## src/rtl/qpp_pkg.sv

```systemverilog
package qpp_pkg;
  // largest supported block length
  localparam int unsigned QPP_KMAX = 6144;
  // smallest supported block length
  localparam int unsigned QPP_KMIN = 40;
  // residue width able to hold 0..QPP_KMAX-1
  localparam int unsigned QPP_AW   = $clog2(QPP_KMAX);
endpackage

```

## src/rtl/qpp_rst_sync.sv

```systemverilog
module qpp_rst_sync (
  input  logic clk,
  input  logic rst_n,
  output logic rst_sync_n
);
  logic [1:0] sync_q;

  always_ff @(posedge clk or negedge rst_n) begin
    if (!rst_n) sync_q <= 2'b00;
    else        sync_q <= {sync_q[0], 1'b1};
  end

  assign rst_sync_n = sync_q[1];
endmodule

```

## src/rtl/qpp_modadd.sv

```systemverilog
// (a + b) mod k for a, b < k: a single compare and an optional subtract
module qpp_modadd #(
  parameter int AW = 13
) (
  input  logic [AW-1:0] a,
  input  logic [AW-1:0] b,
  input  logic [AW-1:0] k,
  output logic [AW-1:0] r
);
  logic [AW:0] sum;
  logic        wrap;

  always_comb begin
    sum  = {1'b0, a} + {1'b0, b};
    wrap = (sum >= {1'b0, k});
    r    = wrap ? AW'(sum - {1'b0, k}) : AW'(sum);
  end
endmodule

```

## src/rtl/qpp_recur.sv

```systemverilog
// second-order recursion: address, first difference, second difference
module qpp_recur #(
  parameter int AW = 13
) (
  input  logic          clk,
  input  logic          rst_n,
  input  logic          load,
  input  logic          step,
  input  logic [AW-1:0] k_in,
  input  logic [AW-1:0] f1_in,
  input  logic [AW-1:0] f2_in,
  output logic [AW-1:0] addr,
  output logic [AW-1:0] k_held
);
  localparam int LANES = 2;

  logic [AW-1:0] a_q, g_q, d_q, k_q;
  logic [AW-1:0] a_d, g_d, d_d, k_d;
  logic [AW-1:0] g_init, d_init;
  logic          reg_en;

  // setup residues, computed from the raw inputs at load
  qpp_modadd #(.AW(AW)) u_g_init (.a(f1_in), .b(f2_in), .k(k_in), .r(g_init));
  qpp_modadd #(.AW(AW)) u_d_init (.a(f2_in), .b(f2_in), .k(k_in), .r(d_init));

  // step lanes: lane 0 advances the address, lane 1 the first difference
  logic [AW-1:0] lane_x [LANES];
  logic [AW-1:0] lane_y [LANES];
  logic [AW-1:0] lane_r [LANES];

  assign lane_x[0] = a_q;
  assign lane_y[0] = g_q;
  assign lane_x[1] = g_q;
  assign lane_y[1] = d_q;

  genvar ln;
  generate
    for (ln = 0; ln < LANES; ln++) begin : g_lane
      qpp_modadd #(.AW(AW)) u_step (
        .a(lane_x[ln]), .b(lane_y[ln]), .k(k_q), .r(lane_r[ln])
      );
    end
  endgenerate

  assign reg_en = load | step;

  always_comb begin
    a_d = a_q;
    g_d = g_q;
    d_d = d_q;
    k_d = k_q;
    if (load) begin
      a_d = '0;
      g_d = g_init;
      d_d = d_init;
      k_d = k_in;
    end else if (step) begin
      a_d = lane_r[0];
      g_d = lane_r[1];
    end
  end

  always_ff @(posedge clk or negedge rst_n) begin
    if (!rst_n) begin
      a_q <= '0;
      g_q <= '0;
      d_q <= '0;
      k_q <= '0;
    end else if (reg_en) begin
      a_q <= a_d;
      g_q <= g_d;
      d_q <= d_d;
      k_q <= k_d;
    end
  end

  assign addr   = a_q;
  assign k_held = k_q;

  // a load always starts the address sequence at zero
  assert_zero_first_R4: assert property (@(posedge clk) disable iff (!rst_n)
    load |=> (a_q == '0));

  // the held operands stay reduced below the held length after a step
  assert_operand_range_R3: assert property (@(posedge clk) disable iff (!rst_n)
    (step && !load && (g_q < k_q) && (d_q < k_q) && (a_q < k_q))
      |=> ((a_q < k_q) && (g_q < k_q)));
endmodule

```

## src/rtl/qpp_seq_ctrl.sv

```systemverilog
// index counter, valid and last-flag sequencing
module qpp_seq_ctrl #(
  parameter int AW = 13
) (
  input  logic          clk,
  input  logic          rst_n,
  input  logic          start,
  input  logic [AW-1:0] k_in,
  output logic          step_en,
  output logic          vld,
  output logic          last,
  output logic [AW-1:0] idx
);
  logic          vld_q, vld_d;
  logic [AW-1:0] idx_q, idx_d;
  logic [AW-1:0] klast_q, klast_d;
  logic          at_end;
  logic          cnt_en;

  assign at_end = vld_q && (idx_q == klast_q);
  assign cnt_en = start | vld_q;

  always_comb begin
    vld_d   = vld_q;
    idx_d   = idx_q;
    klast_d = klast_q;
    if (start) begin
      vld_d   = 1'b1;
      idx_d   = '0;
      klast_d = k_in - AW'(1);
    end else if (vld_q) begin
      if (at_end) vld_d = 1'b0;
      else        idx_d = idx_q + AW'(1);
    end
  end

  always_ff @(posedge clk or negedge rst_n) begin
    if (!rst_n) begin
      vld_q   <= 1'b0;
      idx_q   <= '0;
      klast_q <= '0;
    end else begin
      vld_q <= vld_d;
      if (cnt_en) idx_q   <= idx_d;
      if (start)  klast_q <= klast_d;
    end
  end

  assign step_en = vld_q && !at_end;
  assign vld     = vld_q;
  assign last    = at_end;
  assign idx     = idx_q;

  // start yields a valid first index on the next cycle
  assert_first_index_R4: assert property (@(posedge clk) disable iff (!rst_n)
    start |=> (vld_q && (idx_q == '0)));

  // running block steps the index by one each cycle
  assert_index_step_R5: assert property (@(posedge clk) disable iff (!rst_n)
    (vld_q && !at_end && !start) |=> (vld_q && (idx_q == $past(idx_q) + AW'(1))));

  // valid drops after the final address
  assert_done_drop_R7: assert property (@(posedge clk) disable iff (!rst_n)
    (at_end && !start) |=> !vld_q);

  // idle stays idle without a start
  assert_idle_hold_R7: assert property (@(posedge clk) disable iff (!rst_n)
    (!vld_q && !start) |=> !vld_q);
endmodule

```

## src/rtl/qpp_addr_gen.sv

```systemverilog
module qpp_addr_gen #(
  parameter  int KMAX = qpp_pkg::QPP_KMAX,
  localparam int AW   = $clog2(KMAX)
) (
  input  logic          clk,
  input  logic          rst_n,
  input  logic          start,
  input  logic [AW-1:0] blk_len,
  input  logic [AW-1:0] lin_coef,
  input  logic [AW-1:0] quad_coef,
  output logic          addr_vld,
  output logic [AW-1:0] addr,
  output logic [AW-1:0] addr_idx,
  output logic          addr_last
);
  logic          rst_i_n;
  logic          step_en;
  logic [AW-1:0] k_held;

  qpp_rst_sync u_rst (
    .clk        (clk),
    .rst_n      (rst_n),
    .rst_sync_n (rst_i_n)
  );

  qpp_seq_ctrl #(.AW(AW)) u_ctrl (
    .clk     (clk),
    .rst_n   (rst_i_n),
    .start   (start),
    .k_in    (blk_len),
    .step_en (step_en),
    .vld     (addr_vld),
    .last    (addr_last),
    .idx     (addr_idx)
  );

  qpp_recur #(.AW(AW)) u_recur (
    .clk    (clk),
    .rst_n  (rst_i_n),
    .load   (start),
    .step   (step_en),
    .k_in   (blk_len),
    .f1_in  (lin_coef),
    .f2_in  (quad_coef),
    .addr   (addr),
    .k_held (k_held)
  );

  // every emitted address is below the sampled block length
  assert_addr_range_R3: assert property (@(posedge clk) disable iff (!rst_i_n)
    addr_vld |-> (addr < k_held));

  // the last flag only accompanies a valid address at index K-1
  assert_last_index_R6: assert property (@(posedge clk) disable iff (!rst_i_n)
    addr_last |-> (addr_vld && (addr_idx == k_held - AW'(1))));
endmodule

```

## config.mk

```make
export PLATFORM = sky130hd
export DESIGN_NAME = qpp_addr_gen
export DESIGN_NICKNAME = d
export VERILOG_FILES = /design/src/rtl/qpp_pkg.sv /design/src/rtl/qpp_rst_sync.sv /design/src/rtl/qpp_modadd.sv /design/src/rtl/qpp_recur.sv /design/src/rtl/qpp_seq_ctrl.sv /design/src/rtl/qpp_addr_gen.sv
export SDC_FILE = /design/constraint.sdc
export NUM_CORES = 1
export LEC_CHECK = 0
export BUFFER_PORTS_ARGS = -buffer_cell sky130_fd_sc_hd__buf_2
export CELL_PAD_IN_SITES_DETAIL_PLACEMENT = 0
export CELL_PAD_IN_SITES_GLOBAL_PLACEMENT = 1
export CORE_MARGIN = 2
export CORE_UTILIZATION = 42
export DETAILED_ROUTE_END_ITERATION = 12
export PLACE_DENSITY = 0.79
export SETUP_SLACK_MARGIN = 0.15
export SYNTH_ARGS = -nofsm -noshare
export SYNTH_HDL_FRONTEND = slang
export SYNTH_SLANG_ARGS = --single-unit
```

## constraint.sdc

```tcl
create_clock -name clk -period 2.55 [get_ports clk]
set_input_delay 0 -clock clk [delete_from_list [all_inputs] [get_ports clk]]
set_output_delay 0 -clock clk [all_outputs]
set_load 0.01 [all_outputs]
```

After elaboration in Yosys (flattened, before gate mapping)

Index checks and enable logic that the tools add are counted.

Bits in registers: 81
Input bits: 42
Output and inout bits: 28

$add $sub $neg: 10
Magnitude comparators: 4
Equality and inequality tests: 2
Multiplexer cells: 14
Bitwise operators: 2
Reduce and logical (&&, ||, !) cells: 8

Operator list:

| operator                                                             | count |
|---|---|
| 13-bit two-way mux                                                   | 11 |
| 13-bit by 13-bit adder with 14-bit output                            | 4 |
| 14-bit by 13-bit greater-or-equal comparator with 1-bit output       | 4 |
| 13-bit subtractor                                                    | 4 |
| 13-bit by 1-bit adder with 13-bit output, second input constant      | 1 |
| 13-bit == test                                                       | 1 |
| 13-bit by 1-bit subtractor with 13-bit output, second input constant | 1 |
| 2-bit AND reduction                                                  | 2 |
| 2-bit nonzero test                                                   | 2 |
| 1-bit two-way mux                                                    | 3 |
| 3-bit AND reduction                                                  | 1 |
| 1-bit logical AND                                                    | 2 |
| 2-bit inequality test, second input constant                         | 1 |
| 1-bit bitwise OR                                                     | 2 |
| 1-bit logical NOT                                                    | 1 |

Longest topological paths before layout

Gate-level depths: netlist of the first run.

Depth after elaboration: 6
Mapped depth: 19
Depth with buffers taken out: 18

Cells and area by module

A second synthesis of the first run with hierarchy kept.

Cell total of the unflattened synthesis: 1086
Area total of the unflattened synthesis: 9521.6 um2

By module, submodules not included:

| module       | instances | cells each | area an instance (um2) | seq. area each (um2) |
|---|---|---|---|---|
| qpp_modadd   | 4         | 191        | 1428.9                 | 0.0 |
| qpp_recur    | 1         | 153        | 2209.6                 | 1301.2 |
| qpp_seq_ctrl | 1         | 166        | 1542.7                 | 675.6 |
| qpp_rst_sync | 1         | 3          | 53.8                   | 50.0 |

Least setup slack after synthesis of the first run

No wires, ideal clock.

Kind: reg2reg
Start point: register u_recur.a_q[0], in the netlist u_recur.addr[0]
End point: register u_recur.a_q[10], in the netlist u_recur.addr[10]
Library setup time: 0.094 ns
Arrival time: 3.675 ns
Data required time: 2.456 ns
Slack: -1.219 ns
Stages on the path, launching flop included: 19
Buffers on the path: 1
Period minus slack after synthesis: 3.769 ns
Path through: dfrtp_1 -> ha_1 -> inv_1 -> fa_1 -> nor2b_1 -> o31a_1 -> o211a_1 -> nor2_1 -> xnor2_1 -> ha_1 -> a21oi_1 -> nand2_1 -> a21o_1 -> o311a_1 -> a2111oi_4 -> nand2_2 -> buf_4 -> mux2i_1 -> a211oi_1

Cells in the longest elaborated chain, start to end: 5

Ends and longest elaborated chain:

| item                                                                                                | line                               | source |
|---|---|---|
| start: declaration                                                                                  | qpp_recur.sv:17                    | `logic [AW-1:0] a_q, g_q, d_q, k_q;` |
| start signal: assignment                                                                            | qpp_recur.sv:65                    | `a_q <= '0;` |
| start signal: assignment                                                                            | qpp_recur.sv:70                    | `a_q <= a_d;` |
| 13-bit by 13-bit adder with 14-bit output *                                                         | qpp_modadd.sv:14                   | `sum = {1'b0, a} + {1'b0, b};` |
| 13-bit subtractor or 14-bit by 13-bit greater-or-equal comparator with 1-bit output (tied branches) | qpp_modadd.sv:16, qpp_modadd.sv:15 |  |
| 13-bit two-way mux *                                                                                | qpp_modadd.sv:16                   | `r = wrap ? AW'(sum - {1'b0, k}) : AW'(sum);` |
| 13-bit two-way mux *                                                                                | qpp_recur.sv:57                    | `end else if (step) begin` |
| 13-bit two-way mux *                                                                                | qpp_recur.sv:52                    | `if (load) begin` |

Mark *: on every way between the ends. The rest lies on a longest branch, timed or not. The select of a mux whose other input is x is not followed.
A chain may end at the register's enable or synchronous reset.

Worst setup path after layout of the first run

Start point: register u_recur.a_q[0], in the netlist u_recur.addr[0]
End point: register u_recur.a_q[1], in the netlist u_recur.addr[1]

Same word-level chain as after synthesis.

==> flow_summary_export.csv, run 1 <==
group,metric,value,unit
critical_path,worst_r2r_startpoint,"u_recur.addr[0]",
sta,whs,30.6,ps
sta,finalHoldViolations,0,
yosys,synth_ff_type,"dfrtp_1",
routing,drtPass1Iterations,5,
critical_path,critPathLaunchType,"register",
critical_path,cp_num_buf_inv,1,
critical_path,r2r_end,"u_recur.addr[1]",
yosys,async_flop_share,1.00,
sta,fin_ws,-1280,ps
clock_tree,clkLatencyLatePin,350,ps
hold_path,whs_path_depth,4,
yosys,yosysMostFrequentCell,"nor2_1",
global_route,grt_use_total,0.244,
yosys,post-synth-top-area-cell,"dfrtp_1",
routing,wl,23.9,mm
layout,final_nets,1413,
placed_design,post-dp-hpwl,18.7,mm
yosys,synth_top_area_share,0.257,
routing,ant_nets,0,
floorplan,die_h,141,µm
critical_path,rrSetupSlack,-1280,ps
clock_tree,htree_levels,3,
routing,avgViaCountPerCell,5.24,
sta,setup_violations,26,
yosys,yosysUniqueCellTypes,64,
floorplan,pin_count,70,
sta,tightest_slew,759,ps
routing,drtIter0Drc,413,
pwr,p_clk_frac,0.075,
pwr,p_leak,5.43,nW
floorplan,initial_core_util,0.425,
yosys,synth_commonest_cells,"nor2_1 (104), ha_1 (93), a21oi_1 (84), dfrtp_1 (81), xnor2_1 (68)",
routing,drc_errors,0,
status,status,"finished, violations left",
critical_path,path_max_fanout,5,
critical_path,max_stage_delay,440,ps
yosys,syn-num-nets,1072,
yosys,synthTopCellsByArea,"dfrtp_1 (26%), ha_1 (15%), xnor2_1 (7.6%)",
yosys,syn_inst,930,
sta,fmax,261,MHz
critical_path,crit_cells,17,
placed_design,place.gp.congestion,0.955,
critical_path,cp_data_arrival_time,4070,ps
critical_path,slowest_stage,"or4_4",
clock_tree,clock_sinks,81,
yosys,seq_area_frac_synth,0.257,
hold_path,min_path_type,"primary input to register",
clock_tree,clock_path_buffers,2,
floorplan,core,18500,µm²
routing,wire_per_inst,15.8,µm
sta,drv_slew,0,
pwr,power_density,1660,nW/µm²
critical_path,cp-end-kind,"register",
pwr,netSwitchingFraction,0.423,
pwr,switching_power,0.00788,W
pwr,peakVddDrop,0.735,mV
global_route,grt_pass1_vias,7828,
critical_path,path_cells,"ha_2, inv_2, fa_2, nor2b_2, o31a_1, o211a_1, nor2_1, xnor2_1, ha_1, a21oi_2, nand2_1, a21o_1, o311a_1, a2111oi_4, nand2_2, or4_4, o311ai_1",
clock_tree,root_buffer,"clkbuf_16",
yosys,yosys_warnings,0,
global_route,grt_pass1_wl,38.4,mm
layout,antennaDiodeCount,0,
clock_tree,clk_pin_slew,70,ps
pwr,intPower,0.0108,W
clock_tree,numCtsBuffers,9,
hold_path,hold_start,"quad_coef[2]",
floorplan,num_rows,50,
critical_path,cp_data_required_time,2790,ps
global_route,gr-total-overflow,0,
sta,skew,10.3,ps
critical_path,crit_family,"compound AO/OA/AOI/OAI gates",
hold_path,whs_endpoint,"u_recur.d_q[3]",
sta,rsz0062_at_grt,"true",
clock_tree,cts_tree,"built",
yosys,synth_edf_count,0,
global_route,antenna_found_initial,0,
pwr,power.share.combinational,0.823,
yosys,ys_ff_latch,81,
global_route,grt_max_degree,72,
yosys,syn-cell-area,7870,µm²
sta,finalCritPeriodShare,1.50,
layout,area_growth,42.4,%
flow_run,cap_viol_max_count,0,
critical_path,r2r_cells,17,
routing,num_vias,7905,
floorplan,die-area,19900,µm²
yosys,post_synth.cell_area_avg,8.47,µm²
sta,relSlewSlack,0.489,
sta,final.setup.tns,-31430,ps
placed_design,portBuffers,69,
pwr,power_frac_seq,0.102,
floorplan,fp.dieW,141,µm
critical_path,critical_path_class,"register to register",
layout,drive_gt1_frac,0.343,
sta,fin_crit,3830,ps
status,failed_checks,"negative setup slack",
## worst register-to-register path: cells and delay by family (launching register included)
family	cells	cell delay (ps)
buffers and inverters	1	40
XOR/XNOR	1	190
adder cells (fa/ha/maj)	3	850
AND/OR/NAND/NOR	5	870
flip-flops	1	360
AO/OA/AOI/OAI	7	1410
## layer usage
layer  wire length [µm]  part of all wire  vias to the layer above  track usage
met3                973             0.041                       34       0.0251
met2              11200              0.47                      178        0.421
met1              10900              0.46                     3653        0.319
met5                  0                 0                        -            0
li1                   -                 -                     4040            -
met4                759             0.032                        0       0.0858
## metrics by stage
stage | utilization | total power [W] | std cells | worst slack [ps] | cell area (µm²)
after floorplan | - | 0.0102 | 930 | -1140 | 7950
after detailed placement | 0.561 | 0.0152 | 1457 | -1260 | 10400
final | 0.606 | 0.0186 | 1510 | -1280 | 11200
after CTS | 0.599 | 0.0179 | 1502 | -1220 | 11100
after global routing | 0.606 | 0.0202 | 1510 | -1530 | 11200
after global placement | 0.561 | 0.0150 | 1457 | -1170 | 10400
## flip-flops by register name, summed over array words and instances (netlist names)
register,flops
u_ctrl.idx,13
u_ctrl.klast_q,13
u_ctrl.vld,1
u_recur.addr,13
u_recur.d_q,13
u_recur.g_q,13
u_recur.k_held,13
u_rst.sync_q,2
## power groups by stage
stage               combinational (W)  sequential [W]  clock (W)
floorplan                     0.00831         0.00186          0
global placement               0.0132         0.00188          0
detailed placement             0.0133         0.00190          0
CTS                            0.0146         0.00189    0.00141
global route                   0.0168         0.00193    0.00146
finish                         0.0154         0.00190    0.00139
## logic make-up after synthesis
family | synth area share
simple gates | 0.159
flops | 0.257
other cells | 0.000476
xor+xnor | 0.113
compound gates | 0.221
fa+ha+maj | 0.166
buf+inv | 0.0402
mux | 0.0432
## placed cells by master, fill, tap and decap left out, types with 5 or more instances in the layout
cell type	instances
o31ai_1	8
nand2b_1	8
o21bai_1	5
nand3_1	20
mux2i_1	22
buf_6	6
clkbuf_16	9
buf_4	266
inv_1	55
xnor2_1	68
a211oi_2	5
o21ai_0	43
mux2_2	7
fa_1	5
a22oi_1	6
nand4_1	15
o21ai_1	12
ha_4	5
a21oi_1	72
xor2_1	34
buf_2	68
a21oi_2	14
nor3_1	15
a21o_1	15
a211oi_1	12
or3_1	6
or2_2	7
nor2_1	102
nor2b_1	13
nand2_1	56
ha_1	86
o21a_1	15
dlygate4sd3_1	8
and3_1	7
dfrtp_1	79
a31oi_1	6
o211ai_1	10
## what timing repair did
action	in CTS	in global routing
pin swaps	21	13
endpoints found under the hold margin	9	0
gates resized for setup	29	15
setup endpoints to repair	26	28
buffers inserted	21	8
hold buffers	8	0
## worst max path at each step
| stage | startpoint | endpoint | slack (ps) |
|---|---|---|---|
| 2_1_floorplan | u_recur.addr[0] | u_recur.addr[1] | -1140 |
| 6_report | u_recur.addr[0] | u_recur.addr[1] | -1280 |
| 5_1_grt | u_recur.g_q[0] | u_recur.addr[6] | -1530 |
| 3_5_place_dp | u_recur.addr[2] | u_recur.addr[10] | -1260 |
| 3_3_place_gp | u_recur.addr[2] | u_recur.addr[10] | -1170 |
| 4_1_cts | u_recur.addr[0] | u_recur.addr[0] | -1220 |
## final cells by class
type | count | area (µm²)
fill | 1622 | 7300
clock inverter | 6 | 73.8
tap | 234 | 293
clock buffer | 10 | 239
sequential | 81 | 2030
inverter | 57 | 214
timing repair buffer | 352 | 2560
multi-input combinational | 770 | 5800
No activity file was read; power rests on OpenSTA's default activity.
==> run 2: changes to the inputs <==
--- a/config.mk
+++ b/config.mk
@@ -13,6 +13,7 @@
 export DETAILED_ROUTE_END_ITERATION = 12
 export PLACE_DENSITY = 0.79
 export SETUP_SLACK_MARGIN = 0.15
+export SKIP_CTS_REPAIR_TIMING = 1
 export SYNTH_ARGS = -nofsm -noshare
 export SYNTH_HDL_FRONTEND = slang
 export SYNTH_SLANG_ARGS = --single-unit
==> flow_summary_export.csv, run 2 (synthesis results as in run 1) <==
group,metric,value,unit
placed_design,post-dp-hpwl,18.7,mm
layout,final_cell_mix,"buf_4 (249), nor2_1 (103), ha_1 (85), dfrtp_1 (78), a21oi_1 (72)",
clock_tree,clock_path_buffers,2,
flow_run,cap_viol_max_count,0,
clock_tree,root_buffer,"clkbuf_16",
floorplan,die_h,141,µm
sta,whs,-37.1,ps
placed_design,portBuffers,69,
global_route,antenna_found_initial,0,
clock_tree,clkLatencyLatePin,350,ps
floorplan,pin_count,70,
clock_tree,htree_levels,3,
routing,wl,23.6,mm
layout,final_common_cell,"buf_4",
hold_path,min_path_type,"primary input to register",
routing,wire_per_inst,15.8,µm
sta,fmax,260,MHz
critical_path,slowest_stage,"or4_4",
routing,num_vias,7846,
clock_tree,clk_pin_slew,70,ps
sta,tightest_slew,755,ps
global_route,grt_use_total,0.236,
global_route,grt_pass1_wl,37.2,mm
global_route,grt_pass1_vias,7611,
status,failed_checks,"negative hold slack, negative setup slack",
critical_path,critPathLaunchType,"register",
sta,finalHoldViolations,3,
layout,antennaDiodeCount,0,
pwr,power_density,1630,nW/µm²
critical_path,max_stage_delay,460,ps
clock_tree,cts_tree,"built",
critical_path,cp_data_arrival_time,4080,ps
critical_path,cp-end-kind,"register",
critical_path,critical_path_class,"register to register",
sta,relSlewSlack,0.492,
layout,drive_gt1_frac,0.343,
clock_tree,clock_sinks,81,
pwr,p_leak,5.35,nW
layout,fin_area,11100,µm²
sta,drv_slew,0,
floorplan,core,18500,µm²
sta,finalCritPeriodShare,1.51,
layout,final_nets,1393,
clock_tree,numCtsBuffers,9,
sta,fin_crit,3840,ps
global_route,grt_max_degree,72,
critical_path,path_cells,"ha_2, inv_2, fa_2, nor2b_2, o31a_1, o211a_1, nor2_2, xnor2_2, ha_4, a21oi_2, nand2_1, a21o_1, o311a_1, a2111oi_4, nand2_2, or4_4, o311ai_2",
pwr,peakVddDrop,0.699,mV
floorplan,fp.dieW,141,µm
routing,drtIter0Drc,419,
floorplan,initial_core_util,0.425,
status,status,"finished, violations left",
sta,skew,10.6,ps
global_route,gr-total-overflow,0,
placed_design,place.gp.congestion,0.955,
placed_design,place_area,10400,µm²
floorplan,num_rows,50,
layout,area_growth,41.4,%
sta,rsz0062_at_grt,"true",
floorplan,die-area,19900,µm²
sta,setup_violations,26,
routing,drc_errors,0,
routing,drtPass1Iterations,4,
sta,fin_ws,-1290,ps
routing,avgViaCountPerCell,5.27,
critical_path,cp_data_required_time,2790,ps
routing,ant_nets,0,
critical_path,path_max_fanout,5,
[run 2: routing by layer]
layer | track usage | wire length [µm] | share of wire
met4 | 0.0847 | 609 | 0.026
met5 | 0 | 0 | 0
met3 | 0.0204 | 684 | 0.029
met2 | 0.399 | 11100 | 0.47
met1 | 0.318 | 11100 | 0.47
[run 2: cell type report]
type / count / area (µm²)
fill: 1655 / 7390
multi-input combinational: 770 / 5870
timing repair buffer: 332 / 2410
sequential: 81 / 2030
tap: 234 / 293
clock buffer: 10 / 239
inverter: 57 / 214
clock inverter: 6 / 73.8
[run 2: per-stage QoR]
step	setup slack [ps]	cells	TNS (ps)	power, W	utilization
3_3_place_gp	-1170	1457	-28690	0.0150	0.561
2_1_floorplan	-1140	930	-22970	0.0102	-
6_report	-1290	1490	-30330	0.0182	0.601
3_5_place_dp	-1260	1457	-30350	0.0152	0.561
4_1_cts	-1280	1473	-31090	0.0167	0.578
5_1_grt	-1480	1490	-35510	0.0197	0.601
[run 2: critical path, delay by kind of cell (launching register included)]
family                   cells  cell delay (ps)
AO/OA/AOI/OAI                7             1400
AND/OR/NAND/NOR              5              960
adder cells (fa/ha/maj)      3              790
flip-flops                   1              360
XOR/XNOR                     1              200
buffers and inverters        1               40
[run 2: path summary, 6_finish.rpt]
path | end | slack (ps) | startpoint | cells after the start
min | u_recur.k_held[11] | -40 | blk_len[11] | 3
max reg2reg | u_recur.addr[1] | -1290 | u_recur.g_q[0] | 17
max in group asynchronous | u_recur.g_q[2] | 1650 | u_rst.sync_q[1] | 1
min in group asynchronous | u_recur.k_held[3] | 270 | u_rst.sync_q[1] | 0
min reg2reg | u_recur.k_held[3] | 270 | u_rst.sync_q[1] | 0
max | u_recur.addr[1] | -1290 | u_recur.g_q[0] | 17
[run 2: report_power, final]
| part | switching [W] | leakage (nW) | total (W) | internal, W |
|---|---|---|---|---|
| sequential | 0.000306 | 0.979 | 0.00192 | 0.00161 |
| clock | 0.000594 | 0.147 | 0.00139 | 0.000799 |
| combinational | 0.00692 | 4.22 | 0.0149 | 0.00795 |
| total | 0.00782 | 5.35 | 0.0182 | 0.0104 |
==> run 3: changes to the inputs <==
==> constraint.sdc (replaced) <==
create_clock -name clk -period 2.55 [get_ports clk]
set_input_delay 0 -clock clk [delete_from_list [all_inputs] [get_ports clk]]
set_output_delay 0 -clock clk [all_outputs]
set_load 0.02 [all_outputs]
==> flow_summary_export.csv, run 3 (synthesis results as in run 1) <==
group,metric,value,unit
global_route,grt_pass1_vias,7645,
floorplan,fp.dieW,141,µm
sta,tightest_slew,1150,ps
routing,drtPass1Iterations,5,
critical_path,slowest_stage,"dfrtp_1",
sta,fin_crit,3910,ps
routing,avgViaCountPerCell,5.23,
floorplan,initial_core_util,0.425,
clock_tree,htree_levels,3,
clock_tree,root_buffer,"clkbuf_16",
sta,final.setup.tns,-33460,ps
layout,area_growth,40.7,%
sta,relSlewSlack,0.234,
critical_path,path_cells,"buf_4, buf_6, ha_4, inv_2, fa_2, nor2b_2, o211ai_1, nand2_1, a21oi_1, xnor2_1, ha_1, o21ai_1, nand2b_1, a41oi_2, o21ai_1, a221oi_2, buf_4, buf_6, buf_6, nor2_1, a211oi_2, a211oi_1",
sta,fin_ws,-1360,ps
global_route,grt_use_total,0.241,
hold_path,whs_path_depth,3,
pwr,p_leak,5.37,nW
flow_run,cap_viol_max_count,0,
routing,ant_nets,0,
placed_design,place_ws,-1330,ps
clock_tree,clk_pin_slew,70,ps
layout,final_nets,1406,
routing,drtIter0Drc,365,
global_route,grt_pass1_wl,37.9,mm
status,failed_checks,"negative hold slack, negative setup slack",
critical_path,cp-end-kind,"register",
layout,antennaDiodeCount,0,
critical_path,crit_cells,22,
layout,multiInputGateArea,5750,µm²
status,status,"finished, violations left",
critical_path,critPathLaunchType,"register",
clock_tree,clock_sinks,81,
critical_path,r2r_cells,22,
placed_design,dp_cells,1462,
sta,drv_slew,0,
pwr,peakVddDrop,0.686,mV
critical_path,cp_data_arrival_time,4110,ps
sta,finalCritPeriodShare,1.53,
sta,skew,9.42,ps
floorplan,num_rows,50,
sta,fmax,256,MHz
floorplan,die_h,141,µm
global_route,grt_max_degree,54,
layout,drive_gt1_frac,0.334,
placed_design,portBuffers,69,
clock_tree,clkLatencyLatePin,340,ps
clock_tree,cts_tree,"built",
layout,post-route-util,0.598,
floorplan,core,18500,µm²
critical_path,crit_family,"compound AO/OA/AOI/OAI gates",
layout,fillers,1659,
global_route,gr-total-overflow,0,
critical_path,cp_data_required_time,2740,ps
critical_path,max_stage_delay,410,ps
hold_path,min_path_type,"primary input to register",
routing,wire_per_inst,16.0,µm
floorplan,pin_count,70,
critical_path,cp_num_buf_inv,6,
routing,drc_errors,0,
pwr,p_total,0.0182,W
clock_tree,numCtsBuffers,9,
critical_path,cp_common_cell,"buf_6",
layout,final_common_cell,"buf_4",
pwr,power_density,1640,nW/µm²
clock_tree,clock_path_buffers,2,
critical_path,critical_path_class,"register to register",
critical_path,path_max_fanout,6,
layout,final_cell_mix,"buf_4 (261), nor2_1 (102), ha_1 (88), dfrtp_1 (78), a21oi_1 (76)",
layout,seqCellArea,2030,µm²
placed_design,place.gp.congestion,0.901,
routing,num_vias,7857,
global_route,antenna_found_initial,0,
layout,fin_cells,1503,
sta,setup_violations,26,
placed_design,post-dp-hpwl,19.5,mm
sta,whs,-28.3,ps
sta,rsz0062_at_grt,"true",
floorplan,die-area,19900,µm²
sta,finalHoldViolations,1,
routing,wl,24.1,mm
## run 3: cell count changes in the layout (fill, tap and decap cells not counted), moves of 3 or more
| cell | previous run | this run |
|---|---|---|
| buf_4 | 249 | 261 |
| a21oi_2 | 14 | 10 |
| ha_1 | 85 | 88 |
| a21oi_1 | 72 | 76 |
## run 3: path summary, 6_finish.rpt
kind	startpoint	endpoint	slack [ps]
max	u_recur.g_q[0]	u_recur.g_q[7]	-1360
min	blk_len[11]	u_recur.k_held[11]	-30
max reg2reg	u_recur.g_q[0]	u_recur.g_q[7]	-1360
min reg2reg	u_rst.sync_q[1]	u_recur.d_q[0]	330
max in group asynchronous	u_rst.sync_q[1]	u_ctrl.klast_q[5]	1590
min in group asynchronous	u_rst.sync_q[1]	u_recur.d_q[0]	330
## run 3: routing by layer
layer  track usage  share of wire  wire (µm)  vias up
met4        0.0821          0.027        648        0
met3        0.0197          0.030        733       28
met1         0.321           0.46      11000     3672
met5             0              0          0        -
li1              -              -          -     4020
met2         0.415           0.49      11700      137
## run 3: report_power, final
group / total, W / internal [W] / leakage, nW / switching [W]
clock network: 0.00129 / 0.000701 / 0.141 / 0.000585
registers: 0.00191 / 0.00161 / 0.978 / 0.000300
logic: 0.0150 / 0.00802 / 4.25 / 0.00693
total: 0.0182 / 0.0103 / 5.37 / 0.00781
## run 3: metrics by stage
step	instance area, µm²	hold slack, ps
2_1_floorplan	7960	-296
3_3_place_gp	10400	-213
5_1_grt	11100	3.02
6_report	11100	-28.3
3_5_place_dp	10400	-211
4_1_cts	10700	-581
## run 3: cell type report
class,instances,area share
clock inverters,6,0.00452
flip-flops and latches,81,0.184
inverters,57,0.0193
multi-input cells,770,0.519
well taps,234,0.0264
repair buffers,345,0.226
clock buffers,10,0.0216
## run 3: worst register-to-register path, delay by kind of cell (launching register included)
kind            cells  cell delay, ps
buf+inv             6             720
fa+ha+maj           3             800
flops               1             410
compound gates      8            1190
xor+xnor            1             250
simple gates        4             420
